===== src/rtl/delta_rom_pkg.sv =====
package delta_rom_pkg;

   // Step stored for entry idx: low dw bits of 13*idx+5, two's complement.
   function automatic int step_of(input int idx, input int dw);
      int raw;
      raw = (idx * 13 + 5) % (1 << dw);
      if (raw >= (1 << (dw - 1))) raw = raw - (1 << dw);
      return raw;
   endfunction

   typedef enum logic [1:0] {
      ACT_NONE = 2'd0,
      ACT_LOAD = 2'd1,
      ACT_STEP = 2'd2
   } act_e;

endpackage


===== src/rtl/delta_rom.sv =====
module delta_rom #(
   parameter int DEPTH   = 32,
   parameter int DELTA_W = 6,
   parameter int ADDR_W  = $clog2(DEPTH)
) (
   input  logic [ADDR_W-1:0]  rd_addr_i,
   output logic [DELTA_W-1:0] step_o
);
   localparam logic [ADDR_W-1:0] LAST_A = ADDR_W'(DEPTH - 1);

   logic [DELTA_W-1:0] cells [DEPTH];

   for (genvar i = 0; i < DEPTH; i++) begin : g_cell
      if (i == 0) begin : g_zero
         assign cells[i] = '0;
      end else begin : g_step
         assign cells[i] = DELTA_W'(delta_rom_pkg::step_of(i, DELTA_W));
      end
   end

   assign step_o = (rd_addr_i <= LAST_A) ? cells[rd_addr_i] : '0;
endmodule


===== src/rtl/delta_accum.sv =====
module delta_accum #(
   parameter int                DATA_W  = 16,
   parameter int                DELTA_W = 6,
   parameter logic [DATA_W-1:0] BASE    = '0
) (
   input  logic               clk,
   input  logic               rst_n,
   input  delta_rom_pkg::act_e act_i,
   input  logic [DELTA_W-1:0] step_i,
   output logic [DATA_W-1:0]  acc_o
);
   localparam int EXT_W = DATA_W - DELTA_W;

   logic [DATA_W-1:0] acc_q;
   logic [DATA_W-1:0] step_ext;
   logic [DATA_W-1:0] sum;

   assign step_ext = {{EXT_W{step_i[DELTA_W-1]}}, step_i};
   assign sum      = acc_q + step_ext;

   always_ff @(posedge clk or negedge rst_n) begin
      if (!rst_n) begin
         acc_q <= '0;
      end else begin
         unique case (act_i)
            delta_rom_pkg::ACT_LOAD: acc_q <= BASE;
            delta_rom_pkg::ACT_STEP: acc_q <= sum;
            default:                 acc_q <= acc_q;
         endcase
      end
   end

   assign acc_o = acc_q;
endmodule


===== src/rtl/delta_seq_ctrl.sv =====
module delta_seq_ctrl #(
   parameter int DEPTH  = 32,
   parameter int ADDR_W = $clog2(DEPTH)
) (
   input  logic               clk,
   input  logic               rst_n,
   input  logic               start_i,
   input  logic               next_i,
   input  logic               restart_i,
   input  logic [ADDR_W-1:0]  restart_addr_i,
   output delta_rom_pkg::act_e act_o,
   output logic [ADDR_W-1:0]  addr_o,
   output logic [ADDR_W-1:0]  rom_addr_o,
   output logic               valid_o,
   output logic               busy_o
);
   import delta_rom_pkg::*;

   localparam logic [ADDR_W-1:0] LAST_A = ADDR_W'(DEPTH - 1);

   logic [ADDR_W-1:0] addr_q, addr_d, tgt_q, tgt_d, tgt_in, addr_inc;
   logic              valid_q, valid_d, busy_q, busy_d;
   act_e              act;

   assign tgt_in   = (restart_addr_i > LAST_A) ? LAST_A : restart_addr_i;
   assign addr_inc = addr_q + 1'b1;

   always_comb begin
      act     = ACT_NONE;
      addr_d  = addr_q;
      valid_d = valid_q;
      busy_d  = busy_q;
      tgt_d   = tgt_q;
      if (busy_q) begin
         act    = ACT_STEP;
         addr_d = addr_inc;
         if (addr_inc == tgt_q) begin
            busy_d  = 1'b0;
            valid_d = 1'b1;
         end
      end else if (restart_i) begin
         if (!(valid_q && tgt_in == addr_q)) begin
            act    = ACT_LOAD;
            addr_d = '0;
            tgt_d  = tgt_in;
            if (tgt_in == '0) begin
               valid_d = 1'b1;
            end else begin
               busy_d  = 1'b1;
               valid_d = 1'b0;
            end
         end
      end else if (start_i) begin
         if (!(valid_q && addr_q == '0)) begin
            act     = ACT_LOAD;
            addr_d  = '0;
            valid_d = 1'b1;
         end
      end else if (next_i && valid_q && addr_q != LAST_A) begin
         act    = ACT_STEP;
         addr_d = addr_inc;
      end
   end

   always_ff @(posedge clk or negedge rst_n) begin
      if (!rst_n) begin
         addr_q  <= '0;
         tgt_q   <= '0;
         valid_q <= 1'b0;
         busy_q  <= 1'b0;
      end else begin
         addr_q  <= addr_d;
         tgt_q   <= tgt_d;
         valid_q <= valid_d;
         busy_q  <= busy_d;
      end
   end

   assign act_o      = act;
   assign addr_o     = addr_q;
   assign rom_addr_o = addr_inc;
   assign valid_o    = valid_q;
   assign busy_o     = busy_q;
endmodule


===== src/rtl/delta_rom_reader.sv =====
module delta_rom_reader #(
   parameter int                DATA_W  = 16,
   parameter int                DELTA_W = 6,
   parameter int                DEPTH   = 32,
   parameter logic [DATA_W-1:0] BASE    = DATA_W'(100),
   parameter int                ADDR_W  = $clog2(DEPTH)
) (
   input  logic              clk,
   input  logic              rst_n,
   input  logic              start_i,
   input  logic              next_i,
   input  logic              restart_i,
   input  logic [ADDR_W-1:0] restart_addr_i,
   output logic [DATA_W-1:0] data_o,
   output logic              data_valid_o,
   output logic              busy_o,
   output logic [ADDR_W-1:0] addr_o
);
   if (DELTA_W < 2 || DELTA_W >= DATA_W) begin : g_bad_width
      $error("delta_rom_reader: DELTA_W must lie in 2..DATA_W-1");
   end
   if (DEPTH < 2 || (1 << ADDR_W) < DEPTH) begin : g_bad_depth
      $error("delta_rom_reader: DEPTH must be >= 2 and fit in ADDR_W");
   end

   delta_rom_pkg::act_e act;
   logic [ADDR_W-1:0]   rom_addr;
   logic [DELTA_W-1:0]  step;

   delta_seq_ctrl #(.DEPTH(DEPTH), .ADDR_W(ADDR_W)) u_ctrl (
      .clk           (clk),
      .rst_n         (rst_n),
      .start_i       (start_i),
      .next_i        (next_i),
      .restart_i     (restart_i),
      .restart_addr_i(restart_addr_i),
      .act_o         (act),
      .addr_o        (addr_o),
      .rom_addr_o    (rom_addr),
      .valid_o       (data_valid_o),
      .busy_o        (busy_o)
   );

   delta_rom #(.DEPTH(DEPTH), .DELTA_W(DELTA_W), .ADDR_W(ADDR_W)) u_rom (
      .rd_addr_i(rom_addr),
      .step_o   (step)
   );

   delta_accum #(.DATA_W(DATA_W), .DELTA_W(DELTA_W), .BASE(BASE)) u_acc (
      .clk   (clk),
      .rst_n (rst_n),
      .act_i (act),
      .step_i(step),
      .acc_o (data_o)
   );
endmodule


===== config.mk =====
export PLATFORM = sky130hd
export DESIGN_NAME = delta_rom_reader
export DESIGN_NICKNAME = d
export VERILOG_FILES = /design/src/rtl/delta_rom_pkg.sv /design/src/rtl/delta_rom.sv /design/src/rtl/delta_accum.sv /design/src/rtl/delta_seq_ctrl.sv /design/src/rtl/delta_rom_reader.sv
export SDC_FILE = /design/constraint.sdc
export NUM_CORES = 1
export LEC_CHECK = 0
export ABC_AREA = 0
export BUFFER_PORTS_ARGS = -buffer_cell sky130_fd_sc_hd__buf_2
export CAP_MARGIN = 25
export CORE_ASPECT_RATIO = 1.2
export CORE_MARGIN = 4
export CORE_UTILIZATION = 50
export DETAILED_ROUTE_END_ITERATION = 10
export PLACE_DENSITY = 0.8
export SETUP_SLACK_MARGIN = 0.4
export SLEW_MARGIN = 0
export SYNTH_ARGS = -nofsm -noshare
export SYNTH_HDL_FRONTEND = slang
export SYNTH_SLANG_ARGS = --single-unit

===== constraint.sdc =====
create_clock -name clk -period 7.3 [get_ports clk]
set_clock_uncertainty 0.15 [all_clocks]
set_input_delay 1.46 -clock clk [delete_from_list [all_inputs] [get_ports clk]]
set_output_delay 1.46 -clock clk [all_outputs]
set_load 0.02 [all_outputs]

==> results.md, run 1 <==
- The number of global-route vias before repair was roughly 2100.
- On the worst path, the slowest cell contributes a delay of about 0.61 ns.
- The final layout contains between 300 and 400 nets.
- The required time of the critical path is roughly 7.3 ns.
- Adding up every negative setup slack in the final design gives 0 ns.
- The quantity of gates resized following cts is 0.
- CTS placed an instance of sky130_fd_sc_hd__clkbuf_8 at the clock tree root.
- The proportion of synthesized flip-flops having asynchronous set or reset is 100.0%.
- Measured on the finished design, the core utilization comes to a little under three fifths.
- The I/O pin count is 33.
- The worst-skew pair later-pin latency is around 0.28 ns.
- Measured along the y axis, the die boundary spans about 85 um.
- The H-tree level count is 1.
- Traced cell by cell, the critical path runs through ha_1 > and3_1 > ha_1 > nand3_1 > nor4_1 > a21oi_1 > ha_1 > o21ai_0 > o21bai_1 > a21oi_1 > a41oi_1 > nor3_1 > a31oi_1 > o311ai_1.
- The final-report max-slew violation count is 0.
- The total placed instance area is between 0.002 and 0.003 mm2.
- In this run the worst path has a maximum fanout of 13.
- Registers take 700.7 um2.
- Timing would allow up to 213.0 MHz.
- The number of max-cap violations is 0.
- In this run, synthesis inferred 0 flip-flops with an integrated enable.
- When the netlist entered floorplanning its net count stood at around 320.
- Summing all multi-input logic gate instances after layout gives 0.001584 mm2.
- For this run, design rule violations remaining after detail routing come to 0.
- Synthesis instantiated between 50 and 60 different standard cells from the library.
- The signal arrival time at the worst endpoint is roughly 4.7 ns.
- The initial antenna violation count is 0.
- The post-synthesis average cell area is approximately 8.3 um2.
- Detailed routing inserted a total of about 2200 vias.
- The CTS sink count is 28.
- The worst slew slack as a fraction of its limit is just over 50%.
- The path category of the worst min-delay check is reg -> reg.
- The worst register-to-register path begins at u_ctrl.addr_o[0].
- The actual transition at the worst max-transition pin is between 0.7 and 0.8 ns.
- The number of storage elements in the synthesis netlist is 28.
- Of the cells placed in the final design, the portion with a size suffix greater than 1 is between 10% and 20%.
- The Yosys step of the flow raised 0 warnings.
- The final weighted congestion of routability-driven global placement is 0.9321.
- The antenna diode count is 0.
- The most common cell type on the critical path is sky130_fd_sc_hd__ha_1.
- The post-detailed-routing wire length is 5.606 mm.
- The layout has 429 filler cells.
- The post-detailed-placement half-perimeter wirelength is slightly above 4 mm.
- The worst hold margin is approximately 0.37 ns.
- In this run the deepest clock path goes through 2 buffers.
- The final-report hold violation count is 0.
- For this block, the initial DRC count from the detailed router was slightly below 200.
- The area of the die is 0.006066 mm2.
- The die is approximately 70 um wide.
- The share of the synthesized area in the top cell type is 28.72%.
- The worst flop-to-flop path endpoint is u_acc.acc_o[15].
- For this configuration, the core starts out at a cell density of a little over half.
- The average wire per standard cell is roughly 15 um.
- After floorplanning, the core was sized to cover 0.004662 mm2.
- Setup repair after global routing left no endpoint under its margin.
- Of all cell types, the one taking the most synthesized area is sky130_fd_sc_hd__dfrtp_1.
- In this run the post-CTS setup repair buffer count came out at 0.
- The terminating pin of the worst hold path is u_acc.acc_o[0].
- The type of the worst setup path is reg -> reg.
- Of the available clock period, the critical path in the final layout requires ~64%.
- The count of buffers from port buffering is 32.
- Entering global routing, the biggest net connects 29 pins.
- The number of cells traversed by the worst register-to-register path is 14.
- Using the TritonRoute via totals, the vias-per-cell ratio works out to between 5 and 6.
- The final non-filler cell area is ~0.0026 mm2.
- The area growth from synthesis to layout is 8.462%.
- The first global-routing pass estimated 9.798 mm of wire.
- The combined global-route utilization of all metal layers is 19.57%.
- The number of hold buffers added after CTS was 0.
- Setup violations remaining at the end of the flow were counted as 0.
- STA classifies the critical path startpoint as a flop.
- Summed over all layers, the global routing overflow is 0.
- The type of element capturing the critical path is a flop.
- Yosys attributes the largest share of cell area to sky130_fd_sc_hd__dfrtp_1 (29%), sky130_fd_sc_hd__ha_1 (7.7%), sky130_fd_sc_hd__nand2_1 (5.4%).
- The number of CTS-inserted buffers is 3.
- The flow ran to the end, and the final reports show no timing, DRC or antenna violations.
- The post-layout minimum cycle time is between 4 and 5 ns.
- Among all flip-flop cells after synthesis, the most frequent one is sky130_fd_sc_hd__dfrtp_1.
- In this run the core area contains 27 standard-cell rows.
- The number of optimization iterations in the first detailed-route pass is 4.
- Summing the sequential cell areas from Yosys gives 28.72% of the chip area.
- In this run the remaining antenna-violating nets after routing total 0.
- The worst hold path was traced through 2 stages.
- The total standard cell area after synthesis is between 0.002 and 0.0025 mm2.
- The register-to-register setup slack is between 2 and 3 ns.
- The clock input transition at the sequential cells of the worst setup and hold paths is 0.10 ns.
- The launch point of the worst hold path is u_acc.acc_o[0].
- On the critical path, the stage with the largest delay is an instance of sky130_fd_sc_hd__a21oi_1.
- Synthesis handed over a netlist of 293 instances.
- The CTS tree is built.
[per-stage QoR]
| step | std cells | worst slack [ns] |
|---|---|---|
| 5_1_grt | 371 | 2.169 |
| 3_3_place_gp | 367 | 2.877 |
| 6_report | 371 | 2.604 |
| 2_1_floorplan | 293 | 3.227 |
| 4_1_cts | 371 | 2.658 |
| 3_5_place_dp | 367 | 2.678 |
[worst max-delay path by stage]
stage	slack, ns	end	startpoint
final	2.60	u_acc.acc_o[15]	u_ctrl.addr_o[0]
after global routing	2.17	u_acc.acc_o[15]	u_ctrl.addr_o[0]
after CTS	2.66	u_acc.acc_o[15]	u_ctrl.addr_o[0]
after detailed placement	2.68	u_acc.acc_o[15]	u_ctrl.addr_o[0]
after global placement	2.88	u_acc.acc_o[15]	u_ctrl.addr_o[0]
after floorplan	3.23	u_acc.acc_o[15]	u_ctrl.addr_o[0]
[registers in the layout, indices dropped and copies added, names as in the netlist]
name / count
u_ctrl.valid_o: 1
u_acc.acc_o: 16
u_ctrl.tgt_q: 5
u_ctrl.addr_o: 5
u_ctrl.busy_o: 1
[Yosys cell counts, types with 2 or more instances]
cell	instances
sky130_fd_sc_hd__nand3_1	8
sky130_fd_sc_hd__or3_1	4
sky130_fd_sc_hd__a21oi_1	19
sky130_fd_sc_hd__o21bai_1	4
sky130_fd_sc_hd__xor2_1	6
sky130_fd_sc_hd__o21a_1	2
sky130_fd_sc_hd__a21o_1	6
sky130_fd_sc_hd__mux2i_1	6
sky130_fd_sc_hd__nand4b_1	2
sky130_fd_sc_hd__clkbuf_1	10
sky130_fd_sc_hd__and3_1	3
sky130_fd_sc_hd__o311ai_0	2
sky130_fd_sc_hd__a311o_1	2
sky130_fd_sc_hd__dfrtp_1	28
sky130_fd_sc_hd__mux2_2	5
sky130_fd_sc_hd__nand4_1	3
sky130_fd_sc_hd__o21ai_0	18
sky130_fd_sc_hd__a211oi_1	5
sky130_fd_sc_hd__nor2_1	23
sky130_fd_sc_hd__nor3_1	12
sky130_fd_sc_hd__buf_6	4
sky130_fd_sc_hd__inv_1	13
sky130_fd_sc_hd__xnor2_1	10
sky130_fd_sc_hd__ha_1	15
sky130_fd_sc_hd__nor4_1	2
sky130_fd_sc_hd__a41oi_1	2
sky130_fd_sc_hd__o21ai_1	4
sky130_fd_sc_hd__nand2b_1	5
sky130_fd_sc_hd__a31oi_1	3
sky130_fd_sc_hd__a211o_1	2
sky130_fd_sc_hd__o31ai_1	2
sky130_fd_sc_hd__nand2_1	35
sky130_fd_sc_hd__buf_4	2
[final cells by class]
class | instances | area share (%)
Inverter | 14 | 2.175
Timing Repair Buffer | 32 | 6.052
Tap cell | 58 | 2.742
Sequential cell | 28 | 26.48
Multi-Input combinational cell | 235 | 59.86
Clock buffer | 3 | 1.560
Clock inverter | 1 | 1.135
[kinds of logic after synthesis]
group,synth area share (%)
flip-flops,28.72
buffers and inverters,6.359
adder cells (fa/ha/maj),8.513
AND/OR/NAND/NOR,21.03
AO/OA/AOI/OAI,22.67
multiplexers,6.307
XOR/XNOR,6.410
[placed cells by master (no fill, tap or decap), types with 4 or more instances in the layout]
| cell type | instances |
|---|---|
| sky130_fd_sc_hd__a211oi_1 | 5 |
| sky130_fd_sc_hd__a21o_1 | 6 |
| sky130_fd_sc_hd__a21oi_1 | 19 |
| sky130_fd_sc_hd__buf_2 | 32 |
| sky130_fd_sc_hd__dfrtp_1 | 28 |
| sky130_fd_sc_hd__ha_1 | 15 |
| sky130_fd_sc_hd__inv_1 | 13 |
| sky130_fd_sc_hd__mux2_2 | 5 |
| sky130_fd_sc_hd__mux2i_1 | 6 |
| sky130_fd_sc_hd__nand2_1 | 35 |
| sky130_fd_sc_hd__nand2b_1 | 5 |
| sky130_fd_sc_hd__nand3_1 | 8 |
| sky130_fd_sc_hd__nor2_1 | 23 |
| sky130_fd_sc_hd__nor3_1 | 12 |
| sky130_fd_sc_hd__o21ai_0 | 18 |
| sky130_fd_sc_hd__o21ai_1 | 4 |
| sky130_fd_sc_hd__o21bai_1 | 4 |
| sky130_fd_sc_hd__or3_1 | 4 |
| sky130_fd_sc_hd__xnor2_1 | 10 |
| sky130_fd_sc_hd__xor2_1 | 6 |
[worst max-delay path: cells and delay by family (launching register included)]
kind | cells | cell delay (ns)
AOI/OAI and AO/OA | 7 | 1.58
adders and majority gates | 3 | 1.27
DFF | 1 | 0.58
and+or+nand+nor | 4 | 1.02
[routing by layer]
layer / up-vias / global-route usage [%] / routed length (um)
met2: 51 / 33.61 / 2842
met5: - / 0 / 0
met3: 6 / 2.156 / 198
met1: 1066 / 25.32 / 2497
li1: 1098 / - / -
met4: 0 / 6.496 / 68
Power of run 1 is not shown: default switching activity piles up to over one toggle a cycle in this logic, so the estimate is an artifact.
==> run 2, diff against run 1 <==
- PLACE_DENSITY: 0.8 -> 0.83
- clock period: 7.3 -> 3.8 ns (I/O delays scaled with it)
==> run 2 against run 1 <==
Against the previous run: first-iteration DRC count rose by 15%; hold slack got worse by 0.016 ns; highest routed layer unchanged; global-route usage rose by 1.9 points; clock-buffer cell count did not move; design area rose by 17%.
==> results.md, run 2 (synthesis gave the netlist of run 1 again) <==
- The flow ran to the end, and the final reports show no timing, DRC or antenna violations.
- The effective utilization at floorplan came to 52.33% (unchanged).
- CTS placed an instance of sky130_fd_sc_hd__clkbuf_8 at the clock tree root.
- The total vias in the final route is 2427 (+9.3%).
- The number of buffers inserted for hold repair after clock tree synthesis is 0 (unchanged).
- The number of nets with antenna violations after routing was 0 (unchanged).
- The number of buffers between clock root and the deepest sink is 2 (unchanged).
- The final-report hold violation count is 0 (unchanged).
- Leaving out fill and tap cells, the most frequent cell in the layout is sky130_fd_sc_hd__nand2_1.
- The combined global-route utilization of all metal layers is 21.45% (+1.9 points).
- The worst flop-to-flop path startpoint is u_ctrl.addr_o[1].
- The post-route clock period utilization is 89.60% (+25 points).
- The master of the slowest instance on the critical path is sky130_fd_sc_hd__dfrtp_2.
- The post-layout minimum cycle time is 3.405 ns (-1.291 ns).
- The number of optimization iterations in the first detailed-route pass is 4 (unchanged).
- The initial antenna violation count was 0 (unchanged).
- The final weighted congestion of routability-driven global placement was 0.9097 (-2.4%).
- The min-delay analysis places its worst path in the category in -> async.
- The filler-free cell count of the finished design is 400 (+7.8%).
- The signal on the critical path passes through ha_4 > and3_4 > ha_4 > nor3_2 > nand2_1 > o21ai_2 > ha_4 > fa_2 > a211oi_4 > o21ba_4 > nand3_2 > a21oi_2 > mux2i_1 > or3_1 > o21ai_1.
- The endpoint identified for the worst register-to-register timing path is u_acc.acc_o[14].
- The final setup violation count was 0 (unchanged).
- The antenna diode count is 0 (unchanged).
- The signal arrival time at the worst endpoint is 3.47 ns (-1.25 ns).
- The flip-flop count of the largest register, all copies and words added is 16 (unchanged).
- The area of the die is 0.006066 mm2 (unchanged).
- The number of cells traversed by the worst register-to-register path is 15 (+1).
- The register-to-register setup slack is 0.40 ns (-2.21 ns).
- The aggregate negative setup slack is 0 ns (unchanged).
- The number of placement rows is 27 (unchanged).
- Setup repair after global routing could not meet its margin everywhere.
- The chip width is 71.77 um (unchanged).
- The number of CTS-inserted buffers is 3 (unchanged).
- The worst setup path is launched from a flop.
- The initial DRC count is 221 (+15%).
- The actual transition at the worst max-transition pin is 0.6758 ns (-0.04527 ns).
- The worst slew slack as a fraction of its limit is 54.95% (+3.0 points).
- The pin count of the biggest net entering global routing is 29 (unchanged).
- The number of max-cap violations came to 0 (unchanged).
- The critical path in this run is classified as reg -> reg.
- The fmax is 293.7 MHz (+38%).
- The post-detailed-route via-to-cell ratio was 6.068 (+1.4%).
- The core area is 0.004662 mm2 (unchanged).
- The number of nets at the end of the flow is 369 (+8.5%).
- The post-detailed-routing wire length came to 6.665 mm (+19%).
- From synthesis to final layout, the design area changed by 27.44%.
- The worst-skew pair later-pin latency came to 0.28 ns (about the same).
- The I/O pin count is 33 (unchanged).
- The clock input transition at the sequential cells of the worst setup and hold paths was 0.10 ns (about the same).
- In this design, the critical path's most frequently occurring cell is sky130_fd_sc_hd__ha_4.
- The H-tree level count is 1 (unchanged).
- The first-pass GRT wire length is 10.56 mm (+7.7%).
- The post-detailed-placement half-perimeter wirelength is 4.419 mm (+8.8%).
- The required time of the critical path is 3.87 ns (-3.46 ns).
- The worst stage delay on the critical path is 0.47 ns (-0.14 ns).
- The height of the chip is 84.52 um (unchanged).
- The type of element capturing the critical path is a flop.
- The fraction of final layout cells sized beyond drive strength 1 is 33.63% (+18 points).
- In the layout the commonest cells are sky130_fd_sc_hd__nand2_1 (34), sky130_fd_sc_hd__buf_2 (32), sky130_fd_sc_hd__buf_4 (26), sky130_fd_sc_hd__dfrtp_1 (24), sky130_fd_sc_hd__nor2_1 (23).
- The worst hold margin is 0.3549 ns (-0.01647 ns).
- The CTS sink count is 28 (unchanged).
- The average wire per standard cell is 16.66 um (+10%).
- The total grt overflow came to 0 (unchanged).
- The cell count after placement was 376 (+2.5%).
- The final-report max-slew violation count came to 0 (unchanged).
- The maximum fanout along the worst path is 7 (-6).
- The count of buffers from port buffering was 32 (unchanged).
- The number of remaining DRC errors came to 0 (unchanged).
- TritonCTS built the clock tree.
- The number of global-route vias before repair is 2294 (+8.5%).
run 2: changes by cell type in the layout (fill, tap and decap cells not counted), moves of 4 or more:
cell	change
sky130_fd_sc_hd__buf_4	+26
sky130_fd_sc_hd__dfrtp_2	+4
sky130_fd_sc_hd__ha_1	-9
sky130_fd_sc_hd__o21ai_0	-5
sky130_fd_sc_hd__dfrtp_1	-4
sky130_fd_sc_hd__ha_4	+6
run 2: stage by stage:
stage	util [%]	cell area [um2]	setup WS (ns)
2_1_floorplan	-	2549	0.3158
3_3_place_gp	58.75	2739	0.2951
3_5_place_dp	58.75	2739	0.2188
4_1_cts	62.88	2932	0.4089
5_1_grt	66.69	3109	0.1413
6_report	66.69	3109	0.3954
run 2: area by class of cell:
cell class	instances	area [um2]
multi-input cells	235	1813
fillers	357	1553
flip-flops and latches	28	705.7
repair buffers	61	389.1
well taps	58	72.57
inverters	14	57.56
clock buffers	3	41.29
clock inverters	1	30.03
run 2: critical path: cells and delay by family (launching register included):
| family | cells | cell delay (ns) |
|---|---|---|
| AOI/OAI and AO/OA | 5 | 0.76 |
| DFF | 1 | 0.47 |
| and+or+nand+nor | 5 | 0.79 |
| adders and majority gates | 4 | 1.09 |
| muxes | 1 | 0.09 |
run 2: repair_timing:
action,4_1_cts,5_1_grt
gates resized for setup,9,25
setup endpoints to repair,8,9
buffers inserted,12,8
pin swaps,8,11
run 2: worst max path at each step:
stage / start / endpoint / slack, ns / cells past startpoint
floorplan: u_ctrl.addr_o[0] / u_acc.acc_o[7] / 0.32 / 16
global placement: u_ctrl.addr_o[1] / u_acc.acc_o[15] / 0.30 / 14
detailed placement: u_ctrl.addr_o[1] / u_acc.acc_o[15] / 0.22 / 14
CTS: u_ctrl.addr_o[0] / u_acc.acc_o[12] / 0.41 / 16
global route: u_ctrl.addr_o[1] / u_acc.acc_o[15] / 0.14 / 16
finish: u_ctrl.addr_o[1] / u_acc.acc_o[14] / 0.40 / 15
run 2: metal layers:
metal	vias up	wire [um]	GRT usage, %
met1	1151	2731	26.08
met2	92	3355	37.29
li1	1159	-	-
met3	25	323	2.515
met5	-	0	0
met4	0	255	9.744
Power of run 2 is left out for the same reason.
==> run 3, diff against run 2 <==
- GPL_TIMING_DRIVEN: not set -> 0
- SLEW_MARGIN: 0 -> 30
==> run 3 against run 2 <==
Against the previous run: first-iteration DRC count decreased by 29%; non-clock buffer count grew 11; utilization up 3.7 points; die area unchanged; cell count rose by 3.0%; wire length increased by 9.4%; clock-buffer cell count unchanged; design area is 5.5% higher; sequential share of layout area is 1.2 points lower; register-to-register slack got worse by 0.36 ns; maximum frequency shrank 9.4%.
==> results.md, run 3 (synthesis gave the netlist of run 1 again) <==
- The post-detailed-placement half-perimeter wirelength is 4.512 mm (+2.1%).
- The maximum fanout along the worst path is 7 (unchanged).
- The signal arrival time at the worst endpoint came to 3.79 ns (+0.32 ns).
- The post-route clock period utilization is 98.94% (+9.3 points).
- The number of CTS-inserted buffers is 3 (unchanged).
- The worst-skew pair later-pin latency was 0.28 ns (about the same).
- The filler-free cell count of the finished design is 412 (+3.0%).
- The post-detailed-routing wire length is 7.292 mm (+9.4%).
- The I/O pin count is 33 (unchanged).
- The worst setup path is captured at a flop.
- The combined global-route utilization of all metal layers came to 24.05% (+2.6 points).
- The flip-flop count of the largest register, all copies and words added is 16 (unchanged).
- The actual transition at the worst max-transition pin is 0.6701 ns (-0.005622 ns).
- The fraction of final layout cells sized beyond drive strength 1 was 34.75% (+1.1 points).
- The first-pass GRT wire length is 11.81 mm (+12%).
- In the layout the commonest cells are sky130_fd_sc_hd__nand2_1 (32), sky130_fd_sc_hd__buf_2 (32), sky130_fd_sc_hd__buf_4 (25), sky130_fd_sc_hd__dfrtp_1 (25), sky130_fd_sc_hd__nor2_1 (23).
- The path category of the worst min-delay check is in -> async.
- The total vias in the final route is 2546 (+4.9%).
- Setup repair after global routing could not meet its margin everywhere.
- The chip width is 71.77 um (unchanged).
- The final weighted congestion of routability-driven global placement is 0.8920 (-1.9%).
- The worst slack at placement is -0.1848 ns (-0.4035 ns).
- The cell count after placement came to 383 (+1.9%).
- The count of buffers from port buffering is 32 (unchanged).
- The height of the chip is 84.52 um (unchanged).
- The number of global-route vias before repair is 2531 (+10%).
- The post-layout minimum cycle time came to 3.760 ns (+0.3551 ns).
- The required time of the critical path is 3.83 ns (-0.04 ns).
- The effective utilization at floorplan came to 52.33% (unchanged).
- The flow ran to the end, and the final reports show no timing, DRC or antenna violations.
- The initial antenna violation count is 0 (unchanged).
- The antenna diode count is 0 (unchanged).
- The core area is 0.004662 mm2 (unchanged).
- The pin count of the biggest net entering global routing came to 29 (unchanged).
- The area growth from synthesis to layout is 34.41%.
- The worst slew slack as a fraction of its limit is 55.32% (+0.37 points).
- The worst setup slack after layout is 0.04023 ns (-0.3551 ns).
- The fmax is 266.0 MHz (-9.4%).
- The number of optimization iterations in the first detailed-route pass came to 4 (unchanged).
- The post-detailed-route via-to-cell ratio was 6.180 (+1.8%).
- The number of nets with antenna violations after routing came to 0 (unchanged).
- The aggregate negative setup slack came to 0 ns (unchanged).
- The initial DRC count is 158 (-29%).
- The clock input transition at the sequential cells of the worst setup and hold paths is 0.11 ns (about the same).
- The total grt overflow is 0 (unchanged).
- The number of max-cap violations is 0 (unchanged).
- The origin of the worst setup path is u_ctrl.addr_o[0].
- The worst flop-to-flop path startpoint is u_ctrl.addr_o[0].
- The number of placement rows is 27 (unchanged).
- The final setup violation count came to 0 (unchanged).
- The final-report hold violation count is 0 (unchanged).
- The average wire per standard cell is 17.70 um (+6.2%).
- The area of the die is 0.006066 mm2 (unchanged).
- The number of remaining DRC errors is 0 (unchanged).
- The number of nets at the end of the flow came to 381 (+3.3%).
- The CTS sink count was 28 (unchanged).
- The critical path startpoint category is a flop.
- The number of buffers between clock root and the deepest sink is 2 (unchanged).
- TritonCTS built the clock tree.
- The worst setup path is of the reg -> reg kind.
- The number of buffers inserted for hold repair after clock tree synthesis is 0 (unchanged).
- The tree is rooted in a sky130_fd_sc_hd__clkbuf_8.
- The final-report max-slew violation count was 0 (unchanged).
- The H-tree level count came to 1 (unchanged).
[run 3: changes by cell type in the layout (fill, tap and decap cells not counted), sizes merged]
cell      delta
buf          +3
clkbuf       +8
inv          -1
a21oi        +1
clkinvlp     +1
[run 3: area by class of cell]
cell class                 count  area, um2
buffer                        16      133.9
clock buffer                   3      41.29
clock inverter                 1      30.03
fill                         345       1383
inverter                      14      61.31
multi-input combinational    236       1879
sequential                    28      704.4
tap                           58      72.57
timing repair buffer          56      356.6
[run 3: critical path: stages (launching register included)]
cell and delay (ns):
sky130_fd_sc_hd__dfrtp_2 0.46, sky130_fd_sc_hd__ha_4 0.18, sky130_fd_sc_hd__buf_8 0.12, sky130_fd_sc_hd__and3_4 0.18, sky130_fd_sc_hd__ha_4 0.27, sky130_fd_sc_hd__clkbuf_16 0.15, sky130_fd_sc_hd__nand3_4 0.07, sky130_fd_sc_hd__nor4_4 0.33
sky130_fd_sc_hd__buf_4 0.19, sky130_fd_sc_hd__a21oi_4 0.04, sky130_fd_sc_hd__ha_4 0.21, sky130_fd_sc_hd__a211oi_4 0.27, sky130_fd_sc_hd__o21bai_4 0.14, sky130_fd_sc_hd__a21oi_4 0.21, sky130_fd_sc_hd__buf_4 0.14, sky130_fd_sc_hd__o21bai_1 0.10
sky130_fd_sc_hd__a311o_1 0.37, sky130_fd_sc_hd__o311ai_1 0.09
[run 3: worst paths after layout]
kind,slack (ns),end,cells after the start
min in group clk,0.39,u_ctrl.tgt_q[0],1
worst max register to register,0.04,u_acc.acc_o[15],17
worst min register to register,0.39,u_ctrl.tgt_q[0],1
max in group asynchronous,2.68,u_ctrl.addr_o[1],1
worst max-delay path,0.04,u_acc.acc_o[15],17
worst min-delay path,0.35,u_acc.acc_o[0],1
[run 3: stage by stage]
step | hold slack, ns | cell area, um2 | util [%]
after floorplan | 0.3144 | 2549 | -
after global placement | 0.3563 | 2781 | 59.66
after detailed placement | 0.3629 | 2781 | 59.66
after CTS | 0.3678 | 3168 | 67.95
after global routing | 0.3976 | 3279 | 70.34
final | 0.3458 | 3279 | 70.34
[run 3: routing by layer]
metal | track usage [%] | up-vias | share of wire (%)
met5 | 0 | - | 0
met4 | 9.915 | 0 | 2.4
met3 | 3.234 | 19 | 4.4
met2 | 44.48 | 89 | 53
met1 | 27.05 | 1254 | 40
li1 | - | 1184 | -
[run 3: repair_timing]
| action | 4_1_cts | 5_1_grt |
|---|---|---|
| endpoints found under the setup margin | 11 | 11 |
| cloned | 1 | 0 |
| gates resized for setup | 37 | 11 |
| pin swaps | 13 | 10 |
| buffers inserted | 17 | 7 |
Power of run 3 is left out for the same reason.
